### config.mk
export PLATFORM = sky130hd
export DESIGN_NAME = dac_value_gate
export DESIGN_NICKNAME = d
export VERILOG_FILES = /design/src/rtl/dac_gate_pkg.sv /design/src/rtl/dac_chan_gate.sv /design/src/rtl/dac_strobe_edge.sv /design/src/rtl/dac_value_gate.sv
export SDC_FILE = /design/constraint.sdc
export NUM_CORES = 1
export LEC_CHECK = 0
export ABC_AREA = 1
export CAP_MARGIN = 40
export CORE_ASPECT_RATIO = 1.2
export CORE_UTILIZATION = 38
export CTS_CLUSTER_DIAMETER = 150
export DETAILED_ROUTE_END_ITERATION = 12
export PLACE_DENSITY = 0.76
export SETUP_SLACK_MARGIN = 0.4
export SLEW_MARGIN = 10
export SYNTH_ARGS = -nofsm -noshare
export SYNTH_HDL_FRONTEND = slang
export SYNTH_SLANG_ARGS = --single-unit
### constraint.sdc
create_clock -name clk -period 0.95 [get_ports clk]
set_clock_uncertainty 0.2 [all_clocks]
set_input_delay 0.19 -clock clk [delete_from_list [all_inputs] [get_ports clk]]
set_output_delay 0.19 -clock clk [all_outputs]
set_load 0.05 [all_outputs]
### src/rtl/dac_gate_pkg.sv
package dac_gate_pkg;

    // Action applied to every channel register at the next edge
    typedef enum logic [1:0] {
        ACT_LOAD = 2'd0,
        ACT_KEEP = 2'd1,
        ACT_ZERO = 2'd2
    } gate_act_e;

endpackage

### src/rtl/dac_chan_gate.sv
module dac_chan_gate
    import dac_gate_pkg::*;
#(
    parameter int DATA_W = 32
) (
    input  logic              clk,
    input  logic              rst_n,
    input  gate_act_e         act,
    input  logic [DATA_W-1:0] val_in,
    output logic [DATA_W-1:0] val_out
);

    typedef struct packed {
        logic [DATA_W-1:0] val;
    } chan_state_t;

    chan_state_t st_d, st_q;

    always_comb begin
        st_d = st_q;
        unique case (act)
            ACT_LOAD: st_d.val = val_in;
            ACT_KEEP: st_d.val = st_q.val;
            default:  st_d.val = '0;
        endcase
    end

    always_ff @(posedge clk) begin
        if (!rst_n) begin
            st_q <= '0;
        end else begin
            st_q <= st_d;
        end
    end

    assign val_out = st_q.val;

endmodule

### src/rtl/dac_strobe_edge.sv
module dac_strobe_edge #(
    parameter int SYNC_W = 2
) (
    input  logic clk,
    input  logic rst_n,
    input  logic strobe,
    output logic pulse
);

    localparam int LAST = SYNC_W - 1;

    typedef struct packed {
        logic [SYNC_W-1:0] smp;
        logic              en;
    } edge_state_t;

    edge_state_t st_d, st_q;

    always_comb begin
        st_d     = st_q;
        st_d.smp = {st_q.smp[LAST-1:0], strobe};
        // newest sample high, the one before it low
        st_d.en  = st_q.smp[LAST-1] & ~st_q.smp[LAST];
    end

    always_ff @(posedge clk) begin
        if (!rst_n) begin
            st_q <= '0;
        end else begin
            st_q <= st_d;
        end
    end

    assign pulse = st_q.en;

endmodule

### src/rtl/dac_value_gate.sv
module dac_value_gate
    import dac_gate_pkg::*;
#(
    parameter int NUM_CH = 2,
    parameter int DATA_W = 32
) (
    input  logic                           clk,
    input  logic                           rst_n,
    input  logic                           sys_err,
    input  logic                           hold_mode,
    input  logic [NUM_CH-1:0][DATA_W-1:0]  ch_val_in,
    input  logic                           strobe_in,
    output logic [NUM_CH-1:0][DATA_W-1:0]  ch_val_out,
    output logic                           val_en_out,
    output logic                           sync_evt_out
);

    gate_act_e act;
    logic      en_pulse;

    always_comb begin
        if (!sys_err) begin
            act = ACT_LOAD;
        end else if (hold_mode) begin
            act = ACT_KEEP;
        end else begin
            act = ACT_ZERO;
        end
    end

    for (genvar c = 0; c < NUM_CH; c++) begin : g_ch
        dac_chan_gate #(.DATA_W(DATA_W)) u_chan (
            .clk     (clk),
            .rst_n   (rst_n),
            .act     (act),
            .val_in  (ch_val_in[c]),
            .val_out (ch_val_out[c])
        );
    end

    dac_strobe_edge #(.SYNC_W(2)) u_edge (
        .clk    (clk),
        .rst_n  (rst_n),
        .strobe (strobe_in),
        .pulse  (en_pulse)
    );

    assign val_en_out   = en_pulse;
    assign sync_evt_out = en_pulse;

endmodule

# Word level (Yosys, flattened, before mapping)
# Cells that the tools add are included.
[word_totals]
word_cells = 12
regBits = 67
output_inout_bits = 66
[classes]
muxes = 4
n_eq_ne = 1
n_reduce_logical = 1
bitwise = 2
[ops]
columns = ["op", "n"]
rows = [
  ["case mux 32 bit (2 select lines)", 2],
  ["two-way mux 2 bit", 2],
  ["== test 2 x 1 -> 1 bit, second input constant", 1],
  ["zero test 2 bit", 1],
  ["AND 1 bit", 1],
  ["NOT 1 bit", 1],
]

# Depth between registers and ports, before layout
# Gate-level depths: netlist (run 1).
[depth]
depth_word = 4
ltp_mapped = 4
ltp_nobuf = 3

# By module
# A second synthesis (run 1) with hierarchy kept.
[hier_totals]
hier_cells = 301
hier_area_um2 = 2511.2
[modules_own_cells]
columns = ["module", "n_inst", "area_each_um2", "cells_per_inst", "seq_area_each_um2"]
rows = [
  ["dac_chan_gate", 2, 1202.4, 144, 640.6],
  ["dac_strobe_edge", 1, 81.3, 8, 60.1],
  ["dac_value_gate", 1, 25.0, 5, 0.0],
]

# Worst setup path after synthesis (run 1)
# No wires, ideal clock.
[synth_timing]
path_kind = "reg-to-output"
from = "reg u_edge.st_q (netlist bit u_edge.pulse)"
to = "out val_en_out"
path_slack_ns = -0.334
path_stages_with_launch = 2
path_buffers = 1
arrival_time_ns = 0.894
cell_sequence = "dfxtp_1 buf_4"
[synth_rtl]
columns = ["element", "line_no", "source"]
rows = [
  ["start, declared", "dac_strobe_edge.sv:17", "edge_state_t st_d, st_q;"],
  ["start signal, assigned", "dac_strobe_edge.sv:30", "st_q <= st_d;"],
  ["end, declared", "dac_value_gate.sv:14", "output logic val_en_out,"],
]
# No word-level cell between the ends.

# Final worst setup path (run 1)
[layout_timing]
from = "reg g_ch[0].u_chan.st_q (netlist bit g_ch[0].u_chan.val_out[18])"
to = "out ch_val_out[18] (netlist name)"
[layout_rtl]
columns = ["element", "line_no", "source"]
rows = [
  ["start, declared", "dac_chan_gate.sv:17", "chan_state_t st_d, st_q;"],
  ["start signal, assigned", "dac_chan_gate.sv:32", "st_q <= st_d;"],
  ["end, declared", "dac_value_gate.sv:13", "output logic [NUM_CH-1:0][DATA_W-1:0] ch_val_out,"],
]
# No word-level cell between the ends.

==> results.toml, run 1 <==
[outcome]
outcome = "complete, but fails checks"
violations = "setup timing"

[sta]
worst_slew_pin_slew_ps = 238
fin_crit_sh = 1.29
max_freq_ghz = 0.815
rsz0062_at_grt = "true"
hold_ws_ps = 12.1
setup_violations = 66
min_period_ps = 1230
hold_viol_final = 0
relSlewSlack = 0.841
drv_slew = 0
worst_slack_ps = -277

[floorplan]
die_h_um = 102
start_util = 0.390
core_um2 = 8110
rows = 36
die_w_um = 85.3
pin_count = 135
die_area_um2 = 8690

[synth]
synth_mux_area_frac = 0
syn_inst = 293
synth_edf_count = 0
synth_top_family_by_area = "simple AND/OR/NAND/NOR gates"
synthFlopType = "dfxtp_1"
synthSimpleGateAreaFrac = 0.276
synth_top_cells_by_area = "dfxtp_1 42%, nand3_2 19%, a21oi_2 17%"
netlist.area_leader.share = 0.424
ys_types = 13
synthesis.nets = 362
ys_ff_latch = 67
yosysMostFrequentCell = "dfxtp_1"
syn-cell-area_um2 = 3160
yosysSeqAreaShare = 0.424
synth_top_cell_by_area = "dfxtp_1"
synth_fa_ha_area_frac = 0
yosys.area_share.xor_xnor = 0
synth_top_cells_by_count = "67 x dfxtp_1, 66 x nand2_1, 60 x a21oi_2, 60 x nand3_2, 16 x clkbuf_8"
avgSynthCellArea_um2 = 10.8
synthArstFlopShare = 0
ys_warn_count = 0
synth-compound-area-share = 0.172

[critical_path]
path_cells = "buf_12"
path_depth = 1
cp.arrival_ps = 840
start_kind = "flip-flop"
r2r_cells = 3
worst_path_max_delay_cell = "dfxtp_4"
max_stage_delay_ps = 360
cp-end-kind = "output port"
crit_fanout = 2
crit_type = "reg2out"
path_delay_family = "flip-flops"
crit_buf_inv = 1
crit_required_ps = 560

[final_layout]
nNetsFinal = 544
layout-drive-gt1-share = 0.721
area_growth_pct = 93.0
antenna_cells = 0

[routing]
wire_per_inst_um = 15.2
vias = 2799
viasPerCell = 4.87
totalWireLength_mm = 8.74
drt_first_pass_iters = 4
drc_errors = 0
drtAntennaViolNets = 0
drtIter0Drc = 85

[hold_path]
min_path_cells = 4
min_path_type = "in2reg"

[clock_tree]
htreeDepth = 3
clkTransAtPathRegs_ps = 70
clock_latency_ps = 320
clockBufferDepth = 2
clkSinkCount = 67
cts_tree = "done"
cts_inserted_buffers = 9
cts_root_buf = "clkbuf_8"

[global_route]
grt_pass1_vias = 2891
grtUsageTotal = 0.203
grt_max_degree = 34
grt_antenna_before_repair = 0
grt_pass1_wl_mm = 13.8
grt-ovfl-total = 0

[pwr]
p_leak_nw = 2.25
p_sw_mw = 2.19
swShare = 0.287
clockPowerShare = 0.325
p_int_mw = 5.42
power_frac_comb = 0.278
power.density_nw_per_um2 = 1250
power_frac_seq = 0.396
irDropWorstVdd_mv = 0.865

[placement]
gp_congestion = 0.771
place_ws_ps = -502
hpwl_mm = 5.49
io_buffers = 134

[flow_run]
cap_violations = 0
==> cell families after synthesis <==
family	count (synthesis)
DFF	67
buffers and inverters	31
AOI/OAI and AO/OA	64
and+or+nand+nor	131
==> power groups by stage <==
stage | sequential, mW | combinational (mW) | clock, mW
2_1_floorplan | 3.47 | 0.612 | 0
3_3_place_gp | 3.09 | 1.88 | 0
3_5_place_dp | 3.09 | 1.90 | 0
4_1_cts | 3.01 | 2.08 | 2.54
5_1_grt | 3.03 | 2.21 | 2.68
6_report | 3.02 | 2.12 | 2.47
==> what timing repair did <==
item / in CTS / in global routing
gates resized for setup: 10 / 17
gates cloned: 2 / 0
pin swaps: 1 / 3
buffers inserted: 44 / 6
endpoints found under the setup margin: 133 / 132
endpoints found under the hold margin: 1 / 0
==> layout make-up <==
class                      instances  area, um^2
clock inverter                     6        80.1
fill                             516        2000
tap                               95         119
timing repair buffer             198        2680
multi-input combinational        195        1490
clock buffer                      10         128
sequential                        67        1590
inverter                           4        22.5
==> flip-flops by register name, indices dropped and copies added, names as in the netlist <==
name and flops:
u_edge.st_d 1, u_edge.pulse 1, u_edge.st_q 1, g_ch.u_chan.val_out 64
==> placed cells by master, fill, tap and decap left out <==
cell              n
nand2_1          64
bufinv_16         2
nand2_4           1
buf_6             9
clkbuf_8          9
buf_16            2
buf_2             1
nand2_2           1
dlygate4sd2_1     1
nand3_4           3
buf_4            44
nor2_1            1
inv_2             2
dfxtp_1           1
buf_12           77
clkinv_2          1
inv_4             1
nand3_2          61
clkinv_1          2
dfxtp_4          65
clkinvlp_4        1
dfxtp_2           1
a21oi_2          64
clkdlybuf4s50_1  64
clkbuf_1          1
clkinv_4          1
==> routing by layer <==
metal | vias to the layer above | track usage | part of all wire
met1 | 1336 | 0.243 | 0.40
met5 | - | 0 | 0
li1 | 1356 | - | -
met4 | 0 | 0.0846 | 0.022
met3 | 19 | 0.0388 | 0.040
met2 | 88 | 0.357 | 0.54
==> stage by stage <==
| step | area (um^2) | TNS [ps] | std cells | power, mW | util |
|---|---|---|---|---|---|
| after floorplan | 3520 | -77.2 | 293 | 4.08 | - |
| after global placement | 5380 | -28250 | 507 | 4.96 | 0.664 |
| after detailed placement | 5380 | -30350 | 507 | 4.98 | 0.664 |
| after CTS | 5990 | -18560 | 569 | 7.63 | 0.739 |
| after global routing | 6100 | -19750 | 575 | 7.93 | 0.753 |
| final | 6100 | -17460 | 575 | 7.61 | 0.753 |
==> worst paths after layout <==
path,startpoint,endpoint,slack [ps]
min,rst_n,u_edge.st_d[2],10
max reg2reg,g_ch[1].u_chan.val_out[20],g_ch[1].u_chan.val_out[20],20
max,g_ch[0].u_chan.val_out[18],ch_val_out[18],-280
min reg2reg,u_edge.st_q[2],u_edge.pulse,180
Note: power is estimated with default switching activity, not from simulation.
==> run 2: changes to the inputs <==
--- a/config.mk
+++ b/config.mk
@@ -11,9 +11,10 @@
 export CORE_UTILIZATION = 38
 export CTS_CLUSTER_DIAMETER = 150
 export DETAILED_ROUTE_END_ITERATION = 12
+export HOLD_SLACK_MARGIN = 0.05
 export PLACE_DENSITY = 0.76
 export SETUP_SLACK_MARGIN = 0.4
-export SLEW_MARGIN = 10
+export SLEW_MARGIN = 20
 export SYNTH_ARGS = -nofsm -noshare
 export SYNTH_HDL_FRONTEND = slang
 export SYNTH_SLANG_ARGS = --single-unit
==> results of run 2 <==
Final layout, timing and power as in run 1 (identical DEF).
==> run 3: changes to the inputs <==
--- a/config.mk
+++ b/config.mk
@@ -11,6 +11,7 @@
 export CORE_UTILIZATION = 38
 export CTS_CLUSTER_DIAMETER = 150
 export DETAILED_ROUTE_END_ITERATION = 12
+export GPL_TIMING_DRIVEN = 0
 export HOLD_SLACK_MARGIN = 0.05
 export PLACE_DENSITY = 0.76
 export SETUP_SLACK_MARGIN = 0.4
==> run 3 against run 2 <==
Against the previous run:
- the flow finishes with violations (hold timing, setup timing)
- non-clock buffer count increased by 35
- register-to-register slack got worse by 70 ps
- clock power increased by 13%
- first-iteration DRC count decreased by 42%
- maximum frequency decreased by 6.6%
- sequential power decreased by 1%
- total power increased by 4.2%
- global-route usage decreased by 0.38 points
- routed wire length decreased by 0.34%
- final area increased by 2.5%
- highest routed layer unchanged
==> results.toml, run 3 (same netlist as run 1, synthesis figures left out) <==
[outcome]
outcome = "complete, but fails checks"
violations = "hold timing, setup timing"

[clock_tree]
clkSinkCount = 67
cts_tree = "done"
cts_inserted_buffers = 9
clkTransAtPathRegs_ps = 70
cts_root_buf = "clkbuf_8"
clockBufferDepth = 2
clock_latency_ps = 340
htreeDepth = 3

[placement]
gp_congestion = 0.740
hpwl_mm = 5.33
place_area_um2 = 4970
dp.cells = 521
io_buffers = 133

[sta]
drv_slew = 0
hold_viol_final = 4
min_period_ps = 1310
rsz0062_at_grt = "true"
relSlewSlack = 0.892
setup_violations = 74
fin_crit_sh = 1.38
tns_ps = -18680
max_freq_ghz = 0.761
hold_ws_ps = -69.9
worst_slack_ps = -364
worst_slew_pin_slew_ps = 163

[routing]
routed-wl-met3_um = 364
drt_first_pass_iters = 4
totalWireLength_mm = 8.71
viasPerCell = 4.69
wl_met1_mm = 3.47
drc_errors = 0
met2_length_mm = 4.71
highest_layer = "met4"
wire_per_inst_um = 14.3
drtIter0Drc = 49
vias = 2859
drtAntennaViolNets = 0

[global_route]
grt_pass1_vias = 2800
grt_max_degree = 12
grt_antenna_before_repair = 0
grt-ovfl-total = 0
grt_pass1_wl_mm = 13.4
grtUsageTotal = 0.199

[final_layout]
layout_common_cells = "65 x nand2_1, 65 x dfxtp_4, 65 x buf_8, 64 x a21oi_2, 64 x clkdlybuf4s50_1"
layout-drive-gt1-share = 0.736
nNetsFinal = 579
largest_register_ffs = 64
final_cell_area_um2 = 6260
fin_cells = 610
antenna_cells = 0
area_growth_pct = 97.8

[floorplan]
pin_count = 135
die_w_um = 85.3
start_util = 0.390
core_um2 = 8110
die_h_um = 102
rows = 36
die_area_um2 = 8690

[pwr]
clockPowerShare = 0.353
power_frac_comb = 0.271
p_leak_nw = 2.44
irDropWorstVdd_mv = 0.852
swShare = 0.281
power.density_nw_per_um2 = 1270
power_frac_seq = 0.376
p_int_mw = 5.70
p_sw_mw = 2.23

[critical_path]
crit_fanout = 2
crit_type = "reg2out"
path_cells = "buf_6 > buf_8"
start_kind = "flip-flop"
cp-end-kind = "output port"
r2r-start = "g_ch[1].u_chan.val_out[8]"
max_stage_delay_ps = 340
crit_buf_inv = 2
crit_start = "u_edge.pulse"
worst_path_max_delay_cell = "dfxtp_4"
crit_required_ps = 560
path_delay_family = "flip-flops"
cp.arrival_ps = 920

[flow_run]
cap_violations = 0

[hold_path]
hp-start = "hold_mode"
min_path_type = "in2reg"
-- run 3: cell types whose count changed in the layout (fill, tap and decap cells not counted), sizes merged --
cell,previous run,this run
clkdlybuf4s15,0,1
clkbuf,10,26
inv,3,4
bufinv,2,3
buf,133,150
bufbuf,0,1
clkinv,4,3
clkinvlp,1,0
-- run 3: final timing paths --
kind | end | slack [ps] | depth (start not counted)
setup / recovery | val_en_out | -360 | 2
hold reg to reg | u_edge.pulse | 180 | 1
setup reg to reg | g_ch[1].u_chan.val_out[8] | -50 | 4
hold / removal | g_ch[0].u_chan.val_out[23] | -70 | 3
-- run 3: metrics by stage --
step / util / worst slack [ps] / total power [mW]
final: 0.772 / -364 / 7.93
after global routing: 0.772 / -389 / 8.25
after CTS: 0.741 / -378 / 7.90
after detailed placement: 0.613 / -652 / 4.72
after global placement: 0.613 / -634 / 4.71
after floorplan: - / -77.2 / 4.08
-- run 3: final cells by class --
class / instances / area, um^2
timing repair buffer: 206 / 2320
fill: 539 / 1850
sequential: 67 / 1590
multi-input combinational: 195 / 1480
buffer: 27 / 493
clock buffer: 10 / 128
tap: 95 / 119
clock inverter: 6 / 104
inverter: 4 / 25.0
-- run 3: metal layers --
metal,vias to the layer above,global-route usage
met2,77,0.346
met3,13,0.0436
met4,0,0.100
met1,1346,0.232
li1,1423,-
met5,-,0
-- run 3: timing repair --
item                                    in CTS  in global routing
endpoints found under the hold margin        5                  5
endpoints found under the setup margin     133                132
pin swaps                                    0                  5
cloned                                       2                  0
setup buffers                               49                 22
gates resized for setup                    550                 20
-- run 3: worst register-to-register path: cells and delay by family, from the launching register on --
family,cells,cell delay [ps]
AND/OR/NAND/NOR,1,50
buffers and inverters,2,170
AO/OA/AOI/OAI,1,140
flip-flops,1,370
-- run 3: power by group through the flow --
stage / Clock, mW / Sequential [mW] / Combinational [mW]
floorplan: 0 / 3.47 / 0.612
global placement: 0 / 3.01 / 1.71
detailed placement: 0 / 3.01 / 1.71
CTS: 2.86 / 2.98 / 2.05
global route: 2.99 / 3.00 / 2.26
finish: 2.80 / 2.98 / 2.15
